File: src/rtl/fpmc_pkg.sv
package fpmc_pkg;
  typedef enum logic [2:0] {
    S_IDLE,
    S_ROW,
    S_COL,
    S_PRE,
    S_RCAS,
    S_RRAS
  } seq_state_e;
endpackage

File: src/rtl/fpmc_ref_sched.sv
module fpmc_ref_sched #(
  parameter int INTERVAL = 3125,
  parameter int MAX_OWED = 4
) (
  input  logic clk,
  input  logic rst_n,
  input  logic served,
  output logic owed_nz
);
  localparam int TW = $clog2(INTERVAL + 1);
  localparam int OW = $clog2(MAX_OWED + 1);

  logic [TW-1:0] tmr_q, tmr_d;
  logic [OW-1:0] owed_q, owed_d;
  logic          tick;

  assign tick    = (tmr_q == TW'(INTERVAL - 1));
  assign owed_nz = (owed_q != '0);

  always_comb begin
    tmr_d  = tick ? '0 : tmr_q + 1'b1;
    owed_d = owed_q;
    if (tick && !served) begin
      if (owed_q != OW'(MAX_OWED)) owed_d = owed_q + 1'b1;
    end else if (!tick && served) begin
      owed_d = owed_q - 1'b1;
    end
  end

  always_ff @(posedge clk or negedge rst_n) begin
    if (!rst_n) begin
      tmr_q  <= '0;
      owed_q <= '0;
    end else begin
      tmr_q  <= tmr_d;
      owed_q <= owed_d;
    end
  end

  // backlog is bounded
  p_owed_sat_r10: assert property (@(posedge clk) disable iff (!rst_n)
    owed_q <= OW'(MAX_OWED));
  // a refresh only starts when one is owed
  p_serve_owed_r8: assert property (@(posedge clk) disable iff (!rst_n)
    served |-> owed_q != '0);
endmodule

File: src/rtl/fpmc_seq.sv
module fpmc_seq
  import fpmc_pkg::*;
#(
  parameter int ADDR_W    = 12,
  parameter int DATA_W    = 16,
  parameter int T_RCD     = 3,
  parameter int T_CAS     = 3,
  parameter int T_RP      = 4,
  parameter int T_CSR     = 2,
  parameter int T_RAS_REF = 5
) (
  input  logic              clk,
  input  logic              rst_n,
  input  logic              ref_owed,
  output logic              ref_served,
  input  logic              req_valid,
  output logic              req_ready,
  input  logic              req_write,
  input  logic [1:0]        req_be,
  input  logic [ADDR_W-1:0] req_row,
  input  logic [ADDR_W-1:0] req_col,
  input  logic [DATA_W-1:0] req_wdata,
  output logic              rd_valid,
  output logic [DATA_W-1:0] rd_data,
  output logic              ras_n,
  output logic              casl_n,
  output logic              cash_n,
  output logic              we_n,
  output logic [ADDR_W-1:0] addr,
  output logic [DATA_W-1:0] dq_out,
  output logic              dq_oe,
  input  logic [DATA_W-1:0] dq_in
);
  localparam int TM1  = (T_RCD > T_CAS) ? T_RCD : T_CAS;
  localparam int TM2  = (T_RP > T_CSR) ? T_RP : T_CSR;
  localparam int TM3  = (TM1 > TM2) ? TM1 : TM2;
  localparam int TMAX = (TM3 > T_RAS_REF) ? TM3 : T_RAS_REF;
  localparam int CW   = $clog2(TMAX + 1);

  seq_state_e        state_q, state_d;
  logic [CW-1:0]     cnt_q, cnt_d;
  logic              ld, cap;
  logic              wr_q;
  logic [1:0]        be_q;
  logic [ADDR_W-1:0] row_q, col_q;
  logic [DATA_W-1:0] wd_q, rd_q;
  logic              rdv_q;
  logic [1:0]        lanes;

  always_comb begin
    state_d    = state_q;
    cnt_d      = cnt_q;
    ld         = 1'b0;
    cap        = 1'b0;
    ref_served = 1'b0;
    if (state_q == S_IDLE) begin
      if (ref_owed) begin
        state_d    = S_RCAS;
        cnt_d      = CW'(T_CSR - 1);
        ref_served = 1'b1;
      end else if (req_valid) begin
        state_d = S_ROW;
        cnt_d   = CW'(T_RCD - 1);
        ld      = 1'b1;
      end
    end else if (cnt_q != '0) begin
      cnt_d = cnt_q - 1'b1;
    end else begin
      unique case (state_q)
        S_ROW:  begin state_d = S_COL;  cnt_d = CW'(T_CAS - 1); end
        S_COL:  begin state_d = S_PRE;  cnt_d = CW'(T_RP - 1); cap = !wr_q; end
        S_RCAS: begin state_d = S_RRAS; cnt_d = CW'(T_RAS_REF - 1); end
        S_RRAS: begin state_d = S_PRE;  cnt_d = CW'(T_RP - 1); end
        default: state_d = S_IDLE;
      endcase
    end
  end

  always_ff @(posedge clk or negedge rst_n) begin
    if (!rst_n) begin
      state_q <= S_IDLE;
      cnt_q   <= '0;
      rdv_q   <= 1'b0;
    end else begin
      state_q <= state_d;
      cnt_q   <= cnt_d;
      rdv_q   <= cap;
    end
  end

  always_ff @(posedge clk or negedge rst_n) begin
    if (!rst_n) begin
      wr_q  <= 1'b0;
      be_q  <= '0;
      row_q <= '0;
      col_q <= '0;
      wd_q  <= '0;
    end else if (ld) begin
      wr_q  <= req_write;
      be_q  <= req_be;
      row_q <= req_row;
      col_q <= req_col;
      wd_q  <= req_wdata;
    end
  end

  always_ff @(posedge clk or negedge rst_n) begin
    if (!rst_n)   rd_q <= '0;
    else if (cap) rd_q <= dq_in;
  end

  always_comb begin
    lanes = 2'b00;
    if (state_q == S_COL)                          lanes = wr_q ? be_q : 2'b11;
    else if (state_q == S_RCAS || state_q == S_RRAS) lanes = 2'b11;
  end

  assign req_ready = (state_q == S_IDLE) && !ref_owed;
  assign ras_n     = !(state_q == S_ROW || state_q == S_COL || state_q == S_RRAS);
  assign casl_n    = !lanes[0];
  assign cash_n    = !lanes[1];
  assign we_n      = !(state_q == S_COL && wr_q);
  assign dq_oe     = (state_q == S_COL) && wr_q;
  assign dq_out    = wd_q;
  assign addr      = (state_q == S_COL) ? col_q : row_q;
  assign rd_valid  = rdv_q;
  assign rd_data   = rd_q;

  // precharge watch: cycles the row strobe has been high, saturating
  localparam int HW = $clog2(T_RP + 1);
  logic [HW-1:0] hi_q;
  always_ff @(posedge clk or negedge rst_n) begin
    if (!rst_n)                   hi_q <= HW'(T_RP);
    else if (!ras_n)              hi_q <= '0;
    else if (hi_q != HW'(T_RP))   hi_q <= hi_q + 1'b1;
  end

  // precharge time honoured
  p_precharge_r9: assert property (@(posedge clk) disable iff (!rst_n)
    $fell(ras_n) |-> hi_q >= HW'(T_RP));
  // column strobes low at row fall were already both low, write strobe high
  p_cbr_order_r6: assert property (@(posedge clk) disable iff (!rst_n)
    ($fell(ras_n) && (!casl_n || !cash_n)) |->
      ($past(!casl_n && !cash_n) && we_n));
  // no ready while a cycle drives the strobes
  p_ready_quiet_r8: assert property (@(posedge clk) disable iff (!rst_n)
    req_ready |-> (ras_n && casl_n && cash_n && we_n));
  // read data valid is a single-cycle pulse
  p_rdv_pulse_r4: assert property (@(posedge clk) disable iff (!rst_n)
    rd_valid |=> !rd_valid);
endmodule

File: src/rtl/fpm_dram_ctrl.sv
module fpm_dram_ctrl #(
  parameter int ADDR_W       = 12,
  parameter int CLK_MHZ      = 200,
  parameter int RETENTION_US = 64000,
  parameter int ROWS         = 4096,
  parameter int MAX_OWED     = 4,
  parameter int T_RCD        = 3,
  parameter int T_CAS        = 3,
  parameter int T_RP         = 4,
  parameter int T_CSR        = 2,
  parameter int T_RAS_REF    = 5
) (
  input  logic              clk,
  input  logic              rst_n,
  input  logic              req_valid,
  output logic              req_ready,
  input  logic              req_write,
  input  logic [1:0]        req_be,
  input  logic [ADDR_W-1:0] req_row,
  input  logic [ADDR_W-1:0] req_col,
  input  logic [15:0]       req_wdata,
  output logic              rd_valid,
  output logic [15:0]       rd_data,
  output logic              dram_ras_n,
  output logic              dram_casl_n,
  output logic              dram_cash_n,
  output logic              dram_we_n,
  output logic [ADDR_W-1:0] dram_addr,
  output logic [15:0]       dram_dq_out,
  output logic              dram_dq_oe,
  input  logic [15:0]       dram_dq_in
);
  localparam int REF_INTERVAL = (RETENTION_US * CLK_MHZ) / ROWS;

  logic owed, served;

  fpmc_ref_sched #(
    .INTERVAL (REF_INTERVAL),
    .MAX_OWED (MAX_OWED)
  ) u_ref (
    .clk     (clk),
    .rst_n   (rst_n),
    .served  (served),
    .owed_nz (owed)
  );

  fpmc_seq #(
    .ADDR_W    (ADDR_W),
    .DATA_W    (16),
    .T_RCD     (T_RCD),
    .T_CAS     (T_CAS),
    .T_RP      (T_RP),
    .T_CSR     (T_CSR),
    .T_RAS_REF (T_RAS_REF)
  ) u_seq (
    .clk        (clk),
    .rst_n      (rst_n),
    .ref_owed   (owed),
    .ref_served (served),
    .req_valid  (req_valid),
    .req_ready  (req_ready),
    .req_write  (req_write),
    .req_be     (req_be),
    .req_row    (req_row),
    .req_col    (req_col),
    .req_wdata  (req_wdata),
    .rd_valid   (rd_valid),
    .rd_data    (rd_data),
    .ras_n      (dram_ras_n),
    .casl_n     (dram_casl_n),
    .cash_n     (dram_cash_n),
    .we_n       (dram_we_n),
    .addr       (dram_addr),
    .dq_out     (dram_dq_out),
    .dq_oe      (dram_dq_oe),
    .dq_in      (dram_dq_in)
  );
endmodule

File: config.mk
export PLATFORM = sky130hd
export DESIGN_NAME = fpm_dram_ctrl
export DESIGN_NICKNAME = d
export VERILOG_FILES = /design/src/rtl/fpmc_pkg.sv /design/src/rtl/fpmc_ref_sched.sv /design/src/rtl/fpmc_seq.sv /design/src/rtl/fpm_dram_ctrl.sv
export SDC_FILE = /design/constraint.sdc
export NUM_CORES = 1
export LEC_CHECK = 0
export ABC_AREA = 0
export BUFFER_PORTS_ARGS = -buffer_cell sky130_fd_sc_hd__buf_2
export CORE_UTILIZATION = 50
export CTS_CLUSTER_SIZE = 28
export DETAILED_ROUTE_END_ITERATION = 10
export GPL_TIMING_DRIVEN = 0
export PLACE_DENSITY_LB_ADDON = 0.15
export SYNTH_ARGS = -nofsm -noshare
export SYNTH_HDL_FRONTEND = slang
export SYNTH_SLANG_ARGS = --single-unit
File: constraint.sdc
create_clock -name clk -period 3.6 [get_ports clk]
set_input_delay 0.9 -clock clk [delete_from_list [all_inputs] [get_ports clk]]
set_output_delay 0.9 -clock clk [all_outputs]
set_load 0.02 [all_outputs]
# == Yosys cells after proc, flatten, opt, wreduce, memory -nomap -nowiden ==
# Cells that the tools add are included.
# totals
ff_bits,81
latchBits,0
ramBits,0
romBits,0
out_inout_bits,51
wordCells,74
mem_count,0
# classes
n_addsub,4
mul,0
div,0
n_lt_le_gt_ge,0
n_eq_ne,9
n_shift,0
n_mux,26
bitwise,0
n_reduce_logical,24
# ops
cell,count
$mux W3,11
$mux W12,2
$pmux W3 S3,2
$add A12 B1 Y12 const B,1
$eq A12 B12 Y1 const B,1
$logic_not A1 Y1,8
$mux W1,8
$eq A3 B3 Y1 const B,2
$mux W2,3
$reduce_and A2 Y1,3
$reduce_bool A3 Y1,2
$sub A3 B1 Y3 const B,2
$reduce_bool A5 Y1,1
$logic_and A1 B1 Y1,4
$add A3 B1 Y3 const B,1
$eq A3 B1 Y1 const B,1
$eq A3 B2 Y1 const B,1
$logic_not A3 Y1,1
$logic_or A1 B1 Y1,3
$ne A3 B2 Y1 const B,1
$ne A3 B3 Y1 const B,1
$ne A2 B1 Y1 const B,1
$ne A2 B2 Y1 const B,1
$reduce_bool A2 Y1,1
$reduce_or A2 Y1,1

# == Logic depth before layout (Yosys ltp) ==
# logic_depth
word_depth,7
depth_mapped,11

# == By module ==
# Synthesis repeated with hierarchy kept, for this count alone.
# unflattened
cells_unflattened,276
hier_area_um2,3671.0
# modules_own_cells
module,instances,cells_each,area_per_inst_um2
fpmc_seq,1,195,2846.5
fpmc_ref_sched,1,81,824.5

# == Worst setup path before layout ==
# OpenSTA, ideal clock, no wires.
# synth_path
kind,register -> register
start,reg u_ref.tmr_q[7]
end,reg u_ref.owed_q[2]
setup_time_ns,0.087
arrival_ns,2.823
slack_ns,0.690
path_stages_with_launch,9
synth_period_minus_slack_ns,2.910
cell_sequence,dfrtp_1 or4b_4 nor3_4 buf_2 o21ai_1 fa_1 or3_1 mux2_2 o211ai_1
# synth_via
elab_chain_len,5
elab_cells_between_ends,8
cone_classes,eq/ne (2); mux (1); reduce/logical (5)
# synth_rtl
item,line,source
start: declaration,fpmc_ref_sched.sv:13,"logic [TW-1:0] tmr_q, tmr_d;"
start signal: assignment,fpmc_ref_sched.sv:35,tmr_q <= tmr_d;
$eq A12 B12 Y1 *,fpmc_ref_sched.sv:17,assign tick = (tmr_q == TW'(INTERVAL - 1));
$logic_not A1 Y1,fpmc_ref_sched.sv:25,end else if (!tick && served) begin
$logic_and A1 B1 Y1,fpmc_ref_sched.sv:25,
$reduce_bool A2 Y1 (no line),n/a,
$reduce_and A2 Y1 (no line),n/a,
end signal: assignment,fpmc_ref_sched.sv:36,owed_q <= owed_d;
end: declaration,fpmc_ref_sched.sv:14,"logic [OW-1:0] owed_q, owed_d;"
# Every way passes the cells marked *; elsewhere a longest branch is shown, timed or not.
# A chain may end at the register's enable or synchronous reset.

# == Worst setup path after layout ==
# layout_path
start,reg u_seq.state_q[2]
end,out dram_addr[4]
# layout_via
elab_chain_len,2
# layout_rtl
item,line,source
start: declaration,fpmc_seq.sv:40,"seq_state_e state_q, state_d;"
start signal: assignment,fpmc_seq.sv:85,state_q <= state_d;
$eq A3 B2 Y1,fpmc_seq.sv:125,assign addr = (state_q == S_COL) ? col_q : row_q;
$mux W12,fpmc_seq.sv:125,
end: declaration,fpm_dram_ctrl.sv:28,"output logic [ADDR_W-1:0] dram_addr,"
# Every way passes these cells.

==> PnR_summary.wiki <==
{| class="wikitable"
! Metric !! Value
|-
| Post-CTS Repair Setup Buffers || 0
|-
| Highest Clock Rate || 0.310 GHz
|-
| Post-detailed-routing wire length || 6990 um
|-
| Maximum net fanout on the critical path || 10
|-
| Maximum number of pins on one net before global-route repair || 61
|-
| FFs w/ async S/R, synth || 100%
|-
| Number of clock sinks seen by CTS || 81
|-
| Top area cells in the synthesized netlist || dfrtp_1 (56%), mux2_1 (12%), mux2_2 (10%)
|-
| Top-count cell post-synth || dfrtp_1
|-
| Placement Rows || 30
|-
| Layout cells sized above 1 || 42.6%
|-
| Share of synthesized area occupied by flip-flops and latches || 55.6%
|-
| Count of mapped cells out of synthesis || 278
|-
| 1st-iter DRT viols || 74
|-
| Final Wtd Congestion || 0.781
|-
| Slowest library cell on the worst path || clkbuf_1
|-
| Min setup slack post-route || 0.378 ns
|-
| DP Worst Slack || 0.468 ns
|-
| Count of nets left with antenna violations after detail routing || 0
|-
| Series of cell instances along the critical path || buf_2 -> nor3_4 -> clkbuf_1 -> mux2_2 -> buf_2
|-
| H-tree depth reported by CTS || 3
|-
| IO Port Bufs || 112
|-
| Final TNS setup || 0 ns
|-
| Number of hold buffers added after CTS || 0
|-
| Transition time at the pin with the least slew margin || 0.519 ns
|-
| Num ports || 113
|-
| Post-route cell area || 4600 um2
|-
| Run status || completed
|-
| Part of the total power dissipated in combinational logic || 41.6%
|-
| Worst hold-check path type || primary input to asynchronous set/reset pin
|-
| Post_cts resized || 0
|-
| Clk_lat worst skew || 0.35 ns
|-
| Clock tree from TritonCTS || built
|-
| Placement Cell Area || 4360 um2
|-
| R2R Path Start || u_ref.tmr_q[7]
|-
| Register share of total power || 37.7%
|-
| Internal power summed over all cells || 2.46 mW
|-
| Total count of max-transition violations in the final report || 0
|-
| Fin crit share || 89.5%
|-
| Net count after synthesis || 345
|-
| Worst Reg-to-Reg Cells || 8
|-
| Remaining Overflow, GRT || 0
|-
| CP delay by family, top || buffers and inverters
|-
| Number of remaining DRC errors || 0
|-
| Number of synthesized flops with an enable pin || 0
|-
| Wirelength per Cell || 13.9 um
|-
| Number of nets in the finished design || 469
|-
| Switching power || 1.40 mW
|-
| Kind of end point of the critical path || output pin
|-
| Area of the core region || 6910 um2
|-
| Summed instance area of the synthesized netlist || 3650 um2
|-
| Antenna violations before repair || 0
|-
| Pwr/cell area || 838 nW/um2
|-
| Min Clock Period, post-route || 3.22 ns
|-
| Launching element type of the critical path || flip-flop
|-
| Overall fraction of global-route tracks in use || 20.0%
|-
| Final Hold Viols || 0
|-
| TritonRoute pass-1 iters || 4
|-
| Overall power || 3.85 mW
|-
| Root Buffer || clkbuf_8
|-
| RSZ-0062 raised after global routing || no
|-
| Signed area change from the synthesized netlist to the final layout || 26.1%
|-
| WP buf/inv || 3
|-
| Worst reg2reg setup slack || 0.46 ns
|-
| Endpoint of the worst-slack reg-to-reg timing path || u_ref.owed_q[2]
|-
| Post-synth cell types || 40
|-
| Area share of the largest cell type after synthesis || 55.6%
|-
| Number of buffers added by the clock tree synthesis step || 9
|-
| Share of power burned in the clock network || 20.7%
|-
| Initial core utilization || 52.8%
|-
| Worst-case vdd ir drop || 0.000457 V
|-
| Sw frac || 36.3%
|-
| Endpoint required time on the critical path || 2.70 ns
|-
| Mean number of vias per cell || 5.06
|-
| Die X || 87.4 um
|-
| Setup-violating endpoint count in the final report || 0
|-
| Number of flip-flops and latches in the synthesized netlist || 81
|-
| Global-route wire length before repair || 11,600 um
|-
| Crit path arrival time || 2.32 ns
|-
| Via count of the routed design || 2,542
|-
| WS Path Type || flip-flop to output pin
|-
| Number of global-route vias before repair || 2,599
|-
| Number of max-capacitance violations reported || 0
|-
| Number of synthesis warnings || 0
|-
| Mean cell area of the mapped netlist || 13.1 um2
|-
| Main synth FF type || dfrtp_1
|-
| Maximum count of clock buffers along a single path || 2
|-
| List of most frequent post-synthesis cells || dfrtp_1 (81), mux2_1 (40), mux2_2 (33)
|-
| Clock slew at the register clock pins of the worst setup and hold paths || 0.08 ns
|-
| Stage delay of the slowest cell on the critical path || 0.47 ns
|-
| Leakage dissipation || 2.21 nW
|-
| Cell occurring most often along the worst timing path || buf_2
|-
| Max-slew headroom || 65.4%
|-
| Half-perimeter wire length after placement || 5100 um
|-
| Die area || 7640 um2
|-
| Synth area leader || dfrtp_1
|-
| Vertical die dimension || 87.4 um
|-
| N_diodes || 0
|-
| Setup Skew || 0.00664 ns
|}
==> layout by cell type, fill, tap and decap left out, types with 2 or more instances in the layout <==
cell type  synthesis  final
buf_2              7    118
dfrtp_1           81     81
mux2_1            40     40
mux2_2            33     33
nor2_1            16     16
inv_1             12     12
clkbuf_8           0     10
nand2_1            8      8
xnor2_1            7      7
nand3_1            6      6
clkbuf_1           5      5
or3_1              5      5
nand2b_1           5      5
nor3_1             4      4
xor2_1             4      4
mux2i_1            4      4
ha_1               4      4
nor2b_1            3      3
a21oi_1            3      3
o211ai_1           3      3
o21ai_0            3      3
bufinv_16          0      3
nor3_4             2      2
nand4_1            2      2
or4_1              2      2
a22o_1             2      2
o31ai_1            2      2
==> area by class of cell <==
type	count	area [um2]
Clock inverter	5	104
Sequential cell	81	2030
Clock buffer	10	138
Fill cell	561	2310
Multi-Input combinational cell	173	1520
Timing Repair Buffer	113	591
Buffer	12	53.8
Inverter	12	45.0
Tap cell	96	120
==> worst max path at each step <==
stage | cells past startpoint | slack [ns] | start | to
2_1_floorplan | 8 | 0.69 | u_ref.tmr_q[7] | u_ref.owed_q[2]
3_3_place_gp | 8 | 0.50 | u_ref.tmr_q[7] | u_ref.owed_q[2]
3_5_place_dp | 8 | 0.47 | u_ref.tmr_q[7] | u_ref.owed_q[2]
4_1_cts | 5 | 0.32 | u_seq.state_q[2] | dram_addr[4]
5_1_grt | 5 | 0.21 | u_seq.state_q[2] | dram_addr[8]
6_report | 5 | 0.38 | u_seq.state_q[2] | dram_addr[4]
==> state kept, by name, indices dropped and copies added, names as in the netlist, 2 cells and up <==
name           flops
u_seq.cnt_q        3
u_seq.rd_data     16
u_ref.owed_q       3
u_seq.row_q       12
u_seq.state_q      3
u_seq.dq_out      16
u_seq.be_q         2
u_ref.tmr_q       12
u_seq.col_q       12
==> stage by stage <==
stage | util, % | hold slack (ns) | cells
floorplan | - | 0.455 | 278
global placement | 62.7 | 0.466 | 486
detailed placement | 63.1 | 0.472 | 487
CTS | 66.6 | 0.433 | 502
global route | 66.6 | 0.440 | 502
finish | 66.6 | 0.436 | 502
==> power groups by stage <==
| stage | sequential (mW) | clock (mW) | combinational, mW |
|---|---|---|---|
| after CTS | 1.46 | 0.816 | 1.63 |
| after floorplan | 1.68 | 0 | 0.893 |
| after global placement | 1.45 | 0 | 1.59 |
| after detailed placement | 1.47 | 0 | 1.63 |
| final | 1.45 | 0.799 | 1.60 |
| after global routing | 1.50 | 0.854 | 1.74 |
==> worst reg2reg max path, delay by kind of cell, from the launching register on <==
kind                       cells  cell delay (ns)
and+or+nand+nor                3             1.37
buffers and inverters          1             0.30
AOI/OAI and AO/OA              2             0.26
muxes                          1             0.26
adders and majority gates      1             0.42
DFF                            1             0.43
==> layer usage <==
layer	part of all wire, %	global-route usage, %
met1	43	24.3
met2	50	33.1
met3	6.3	6.73
met4	1.2	7.75
met5	0	0
==> logic make-up after synthesis <==
group           Yosys count  share of synthesized area [%]
fa+ha+maj                 5                           1.92
simple gates             59                           9.19
xor+xnor                 11                           2.64
flops                    81                           55.6
compound gates           21                           4.32
mux                      77                           23.6
buf+inv                  24                           2.71
Note: power is estimated with default switching activity, not from simulation.
